**src/rtl/rst_pkg.sv**
```systemverilog
package rst_pkg;

  localparam int DEF_NREGS  = 16;
  localparam int DEF_TAG_W  = 4;
  localparam int DEF_DATA_W = 32;

  // Where a registered lookup result takes its value from
  typedef enum logic [1:0] {
    SRC_IDLE  = 2'd0,  // no lookup in the previous cycle
    SRC_FILE  = 2'd1,  // register file bank output
    SRC_BCAST = 2'd2,  // forwarded broadcast value
    SRC_WAIT  = 2'd3   // producer still in flight
  } val_src_e;

endpackage

```
**src/rtl/rst_status_table.sv**
```systemverilog
module rst_status_table #(
  parameter int NREGS = 16,
  parameter int TAG_W = 4,
  localparam int IDX_W = $clog2(NREGS)
) (
  input  logic                         clk,
  input  logic                         rst,
  input  logic                         ren_en,
  input  logic [IDX_W-1:0]             ren_idx,
  input  logic [TAG_W-1:0]             ren_tag,
  input  logic                         bc_valid,
  input  logic [TAG_W-1:0]             bc_tag,
  output logic [NREGS-1:0][TAG_W-1:0]  stat_o,
  output logic                         wr_hit,
  output logic [IDX_W-1:0]             wr_idx
);

  logic [NREGS-1:0][TAG_W-1:0] stat_q;
  logic [NREGS-1:0]            match;
  logic                        bc_live;

  assign bc_live = bc_valid && (bc_tag != '0);

  generate
    for (genvar g = 0; g < NREGS; g++) begin : g_entry
      assign match[g] = bc_live && (stat_q[g] == bc_tag);

      always_ff @(posedge clk) begin
        if (rst) begin
          stat_q[g] <= '0;
        end else if (ren_en && (ren_idx == IDX_W'(g))) begin
          stat_q[g] <= ren_tag;       // newest writer wins
        end else if (match[g]) begin
          stat_q[g] <= '0;            // producer has delivered
        end
      end
    end
  endgenerate

  // Tags are unique among in-flight stations, so at most one entry matches.
  always_comb begin
    wr_idx = '0;
    for (int i = NREGS - 1; i >= 0; i--) begin
      if (match[i]) wr_idx = IDX_W'(i);
    end
  end

  assign wr_hit = |match;
  assign stat_o = stat_q;

endmodule

```
**src/rtl/rst_value_bank.sv**
```systemverilog
module rst_value_bank #(
  parameter int DEPTH  = 16,
  parameter int DATA_W = 32,
  localparam int AW = $clog2(DEPTH)
) (
  input  logic              clk,
  input  logic              we,
  input  logic [AW-1:0]     waddr,
  input  logic [DATA_W-1:0] wdata,
  input  logic [AW-1:0]     raddr,
  output logic [DATA_W-1:0] rdata
);

  logic [DATA_W-1:0] mem [DEPTH];

  // Single write, single synchronous read, read-before-write.
  always_ff @(posedge clk) begin
    if (we) mem[waddr] <= wdata;
    rdata <= mem[raddr];
  end

endmodule

```
**src/rtl/rst_lookup_port.sv**
```systemverilog
module rst_lookup_port
  import rst_pkg::*;
#(
  parameter int TAG_W  = 4,
  parameter int DATA_W = 32
) (
  input  logic              clk,
  input  logic              rst,
  input  logic              req,
  input  logic [TAG_W-1:0]  src_stat,
  input  logic              bc_valid,
  input  logic [TAG_W-1:0]  bc_tag,
  input  logic [DATA_W-1:0] bc_value,
  input  logic [DATA_W-1:0] bank_data,
  output logic [TAG_W-1:0]  tag_o,
  output logic [DATA_W-1:0] value_o
);

  val_src_e          src_q;
  logic [TAG_W-1:0]  tag_q;
  logic [DATA_W-1:0] fwd_q;
  logic              hit;

  assign hit = bc_valid && (bc_tag != '0) && (src_stat == bc_tag);

  always_ff @(posedge clk) begin
    if (rst || !req) begin
      src_q <= SRC_IDLE;
      tag_q <= '0;
    end else if (hit) begin
      src_q <= SRC_BCAST;
      tag_q <= '0;
    end else if (src_stat != '0) begin
      src_q <= SRC_WAIT;
      tag_q <= src_stat;
    end else begin
      src_q <= SRC_FILE;
      tag_q <= '0;
    end
  end

  always_ff @(posedge clk) begin
    if (req && hit) fwd_q <= bc_value;
  end

  always_comb begin
    unique case (src_q)
      SRC_FILE:  value_o = bank_data;
      SRC_BCAST: value_o = fwd_q;
      default:   value_o = '0;
    endcase
  end

  assign tag_o = tag_q;

endmodule

```
**src/rtl/rename_status_table.sv**
```systemverilog
module rename_status_table
  import rst_pkg::*;
#(
  parameter int NREGS  = DEF_NREGS,
  parameter int TAG_W  = DEF_TAG_W,
  parameter int DATA_W = DEF_DATA_W,
  localparam int IDX_W = $clog2(NREGS),
  localparam int NPORT = 2
) (
  input  logic              clk,
  input  logic              rst,
  input  logic              iss_valid,
  input  logic [IDX_W-1:0]  iss_src_a,
  input  logic [IDX_W-1:0]  iss_src_b,
  input  logic              iss_dst_en,
  input  logic [IDX_W-1:0]  iss_dst,
  input  logic [TAG_W-1:0]  iss_tag,
  input  logic              bc_valid,
  input  logic [TAG_W-1:0]  bc_tag,
  input  logic [DATA_W-1:0] bc_value,
  output logic              res_valid,
  output logic [TAG_W-1:0]  opa_tag,
  output logic [DATA_W-1:0] opa_value,
  output logic [TAG_W-1:0]  opb_tag,
  output logic [DATA_W-1:0] opb_value
);

  logic [NREGS-1:0][TAG_W-1:0] stat_q;
  logic                        wr_hit;
  logic [IDX_W-1:0]            wr_idx;
  logic [NPORT-1:0][IDX_W-1:0] src_idx;
  logic [NPORT-1:0][TAG_W-1:0] port_tag;
  logic [DATA_W-1:0]           port_val  [NPORT];
  logic [DATA_W-1:0]           bank_rd   [NPORT];
  logic                        valid_q;

  assign src_idx[0] = iss_src_a;
  assign src_idx[1] = iss_src_b;

  rst_status_table #(.NREGS(NREGS), .TAG_W(TAG_W)) u_status (
    .clk      (clk),
    .rst      (rst),
    .ren_en   (iss_valid && iss_dst_en),
    .ren_idx  (iss_dst),
    .ren_tag  (iss_tag),
    .bc_valid (bc_valid),
    .bc_tag   (bc_tag),
    .stat_o   (stat_q),
    .wr_hit   (wr_hit),
    .wr_idx   (wr_idx)
  );

  // One bank copy per read port, all written by the broadcast.
  generate
    for (genvar p = 0; p < NPORT; p++) begin : g_port
      rst_value_bank #(.DEPTH(NREGS), .DATA_W(DATA_W)) u_bank (
        .clk   (clk),
        .we    (wr_hit),
        .waddr (wr_idx),
        .wdata (bc_value),
        .raddr (src_idx[p]),
        .rdata (bank_rd[p])
      );

      rst_lookup_port #(.TAG_W(TAG_W), .DATA_W(DATA_W)) u_look (
        .clk       (clk),
        .rst       (rst),
        .req       (iss_valid),
        .src_stat  (stat_q[src_idx[p]]),
        .bc_valid  (bc_valid),
        .bc_tag    (bc_tag),
        .bc_value  (bc_value),
        .bank_data (bank_rd[p]),
        .tag_o     (port_tag[p]),
        .value_o   (port_val[p])
      );
    end
  endgenerate

  always_ff @(posedge clk) begin
    if (rst) valid_q <= 1'b0;
    else     valid_q <= iss_valid;
  end

  assign res_valid = valid_q;
  assign opa_tag   = port_tag[0];
  assign opa_value = port_val[0];
  assign opb_tag   = port_tag[1];
  assign opb_value = port_val[1];

endmodule

```
**config.mk**
```make
export PLATFORM = sky130hd
export DESIGN_NAME = rename_status_table
export DESIGN_NICKNAME = d
export VERILOG_FILES = /design/src/rtl/rst_pkg.sv /design/src/rtl/rst_status_table.sv /design/src/rtl/rst_value_bank.sv /design/src/rtl/rst_lookup_port.sv /design/src/rtl/rename_status_table.sv
export SDC_FILE = /design/constraint.sdc
export NUM_CORES = 1
export LEC_CHECK = 0
export BUFFER_PORTS_ARGS = -buffer_cell sky130_fd_sc_hd__buf_2
export CELL_PAD_IN_SITES_DETAIL_PLACEMENT = 0
export CELL_PAD_IN_SITES_GLOBAL_PLACEMENT = 1
export CORE_ASPECT_RATIO = 0.9
export CORE_MARGIN = 2
export CORE_UTILIZATION = 58
export DETAILED_ROUTE_END_ITERATION = 8
export HOLD_SLACK_MARGIN = 0.12
export PLACE_DENSITY_LB_ADDON = 0.12
export SYNTH_ARGS = -nofsm -noshare
export SYNTH_HDL_FRONTEND = slang
export SYNTH_SLANG_ARGS = --single-unit
```
**constraint.sdc**
```tcl
create_clock -name clk -period 19.86 [get_ports clk]
set_clock_uncertainty 0.2 [all_clocks]
set_input_delay 3.972 -clock clk [delete_from_list [all_inputs] [get_ports clk]]
set_output_delay 3.972 -clock clk [all_outputs]
set_load 0.02 [all_outputs]
```
==> impl_metrics.csv <==
group,metric,value,unit
pwr,clkPwrFrac,0.410,
pwr,p_seq_frac,0.515,
pwr,p_comb_frac,0.075,
detailed_routing,post-route-drc-count,0,
setup_path,cp-start-kind,"primary input",
synthesis,syn_area,32100,um2
cts,cts_resized,0,
setup_path,end_kind,"flop",
detailed_routing,via_count,18097,
pwr,pwr_density_cell,91.0,nW/um2
final_layout,final_common_cell,"edfxtp_1",
cts,clock-sinks,717,
global_route,grtUsageTotal,0.296,
synthesis,synthCells,1732,
global_route,grt_max_degree,97,
synthesis,synth_ff_type,"edfxtp_1",
setup_path,arrival,7.72,ns
placed_design,dp_hpwl,44.4,mm
cts,cts_buffer_depth,3,
timing,grt_setup_unrepaired,"false",
timing,relSlewSlack,0.218,
status,status,"finished, final reports clean",
timing,worstMarginPinSlew,1.17,ns
pwr,p_leak,11.6,nW
global_route,grt_antenna_before_repair,3,
placed_design,place_area,33300,um2
setup_path,crit_path_max_fanout,60,
timing,setup_slack,12.18,ns
die,dieHeight,227,um
placed_design,gp_congestion,0.844,
global_route,grt_pass1_vias,18361,
timing,timing.final.crit_share,0.387,
detailed_routing,post_drt_wl_per_cell,31.9,um
global_route,gr-total-overflow,0,
timing,drv_slew,0,
detailed_routing,via_per_inst,6.97,
synthesis,seq_area_frac_synth,0.627,
cts,clk_latency,0.62,ns
synthesis,syn-num-nets,1793,
final_layout,area_growth_syn_to_layout,11.0,%
synthesis,synth-edff-count,576,
detailed_routing,drt_iter0_markers,1912,
cts,cts_tree,"done",
detailed_routing,ant_nets,0,
die,die_w,252,um
timing,setup_viol,0,
placed_design,dp_slack,11.49,ns
setup_path,critPathRequiredTime,19.90,ns
pwr,irDropWorstVdd,0.0632,mV
setup_path,crit_type,"primary input to flop",
detailed_routing,wl,82.8,mm
global_route,grt_pass1_wl,121,mm
die,initial_core_util,0.589,
global_route,grt_use_met1,0.412,
placed_design,port_buffers,129,
synthesis,yosys_warnings,0,
synthesis,async_reset_ff_frac,0,
pwr,power.internal,2.52,mW
cts,cts_made_buffers,72,
cts,ctsHoldBuffers,0,
die,core.rowCount,81,
final_layout,fin_util,0.654,
pwr,switchingPower,0.722,mW
hold_path,hold_class,"flop to flop",
cts,clkTransAtPathRegs,0.06,ns
detailed_routing,first_pass_iters,5,
global_route,globalRouteMet2Util,0.491,
pwr,total_power,3.24,mW
synthesis,synth_area_per_cell,18.5,um2
timing,hold_violations,0,
final_layout,drive_gt1_frac,0.343,
final_layout,nNetsFinal,1894,
die,ios,130,
final_layout,final_cell_mix,"edfxtp_1, mux4_2, dfxtp_1",
timing,setup_tns,0,ns
final_layout,fill_cells,3698,
global_route,use_met3,0.0487,
timing,post-route-min-period,7.68,ns
timing,max_freq,130,MHz
pwr,swShare,0.223,
synthesis,ys_seq_elements,717,
cts,ctsRootBufferMaster,"clkbuf_16",
final_layout,design_area,35600,um2
global_route,grt_most_used_layer,"met2",
synthesis,synth_cell_types,50,
cts,cts_setup_buffers,0,
die,die-area,57300,um2
run,drv_cap,0,
cts,h-tree-depth,3,
die,core,54500,um2
## final cells by class
cell class | instances | area, um2 | share of cell area
antenna | 1 | 2.50 | 0.0000702
sequential | 717 | 20100 | 0.565
inverter | 6 | 22.5 | 0.000632
multi-input combinational | 877 | 11400 | 0.320
clock buffer | 103 | 2000 | 0.0561
timing repair buffer | 159 | 908 | 0.0255
clock inverter | 28 | 295 | 0.00829
tap | 705 | 882 | 0.0248
## state kept, by name (all words and copies together) (netlist names)
signal and flops:
u_status.stat_o 64, g_port.u_bank.mem 512, g_port.u_bank.rdata 64, g_port.u_look.fwd_q 64
res_valid 1, g_port.u_look.tag_o 8, g_port.u_look.src_q 4
## cell usage after synthesis (4+ instances only)
cell | instances | area, um2
a22oi_1 | 108 | 811
nor3_1 | 13 | 65.1
nand3_1 | 20 | 100
nor4_2 | 4 | 50.1
o21a_1 | 4 | 30.0
nand4_1 | 9 | 56.3
buf_1 | 10 | 37.5
dfxtp_1 | 141 | 2820
xnor2_1 | 36 | 315
nand2_1 | 32 | 120
nor3b_1 | 5 | 37.5
nor2_1 | 129 | 484
buf_2 | 35 | 175
clkbuf_1 | 68 | 255
edfxtp_1 | 576 | 17300
buf_6 | 9 | 101
nor4_4 | 4 | 85.1
mux4_2 | 348 | 7840
inv_1 | 5 | 18.8
buf_4 | 8 | 60.1
mux2i_1 | 34 | 340
xor2_1 | 36 | 315
ha_1 | 4 | 50.1
or2_2 | 5 | 31.3
or3_1 | 6 | 37.5
a21oi_1 | 42 | 210
nor4_1 | 4 | 25.0
## routing by layer
| metal | wire, um | share of wire |
|---|---|---|
| met2 | 41200 | 0.50 |
| met4 | 2190 | 0.026 |
| met3 | 6690 | 0.081 |
| met1 | 32700 | 0.40 |
| met5 | 16 | 0.00019 |
## power by group through the flow
| stage | clock network, mW | logic [mW] | registers, mW |
|---|---|---|---|
| 4_1_cts | 1.35 | 0.246 | 1.67 |
| 5_1_grt | 1.40 | 0.258 | 1.67 |
| 3_3_place_gp | 0 | 0.241 | 1.70 |
| 6_report | 1.33 | 0.245 | 1.67 |
| 3_5_place_dp | 0 | 0.245 | 1.70 |
| 2_1_floorplan | 0 | 0.169 | 1.70 |
## cells by family (layout without fill, tap and decap cells)
logic type,after synthesis,count (layout),share of synthesized area
AO/OA/AOI/OAI,172,172,0.0382
XOR/XNOR,72,72,0.0196
adder cells (fa/ha/maj),4,4,0.00156
buffers and inverters,138,296,0.0212
flip-flops,717,717,0.627
multiplexers,384,384,0.256
other,0,1,0
AND/OR/NAND/NOR,245,245,0.0373
## per-stage QoR
stage,cells,hold slack (ns)
3_3_place_gp,2464,0.306
4_1_cts,2595,0.314
5_1_grt,2596,0.334
3_5_place_dp,2464,0.305
2_1_floorplan,1732,0.279
6_report,2596,0.316
## final timing paths
path	cells after the start	endpoint	from	slack, ns
worst max register to register	7	g_port[1].u_bank.mem[10][21]	u_status.stat_o[26]	16.08
worst max-delay path	9	g_port[0].u_look.fwd_q[18]	iss_src_a[0]	12.18
worst min register to register	2	u_status.stat_o[7]	u_status.stat_o[7]	0.32
worst min-delay path	2	u_status.stat_o[7]	u_status.stat_o[7]	0.32
## critical path: stages
cell and delay (ns):
buf_8 0.49, buf_4 0.80, mux4_2 0.59, mux2i_1 0.15, mux2i_1 0.16, xor2_1 0.24
nor4_4 0.44, and3_2 0.23, buf_4 0.56
(Power assumes the default switching activity.)
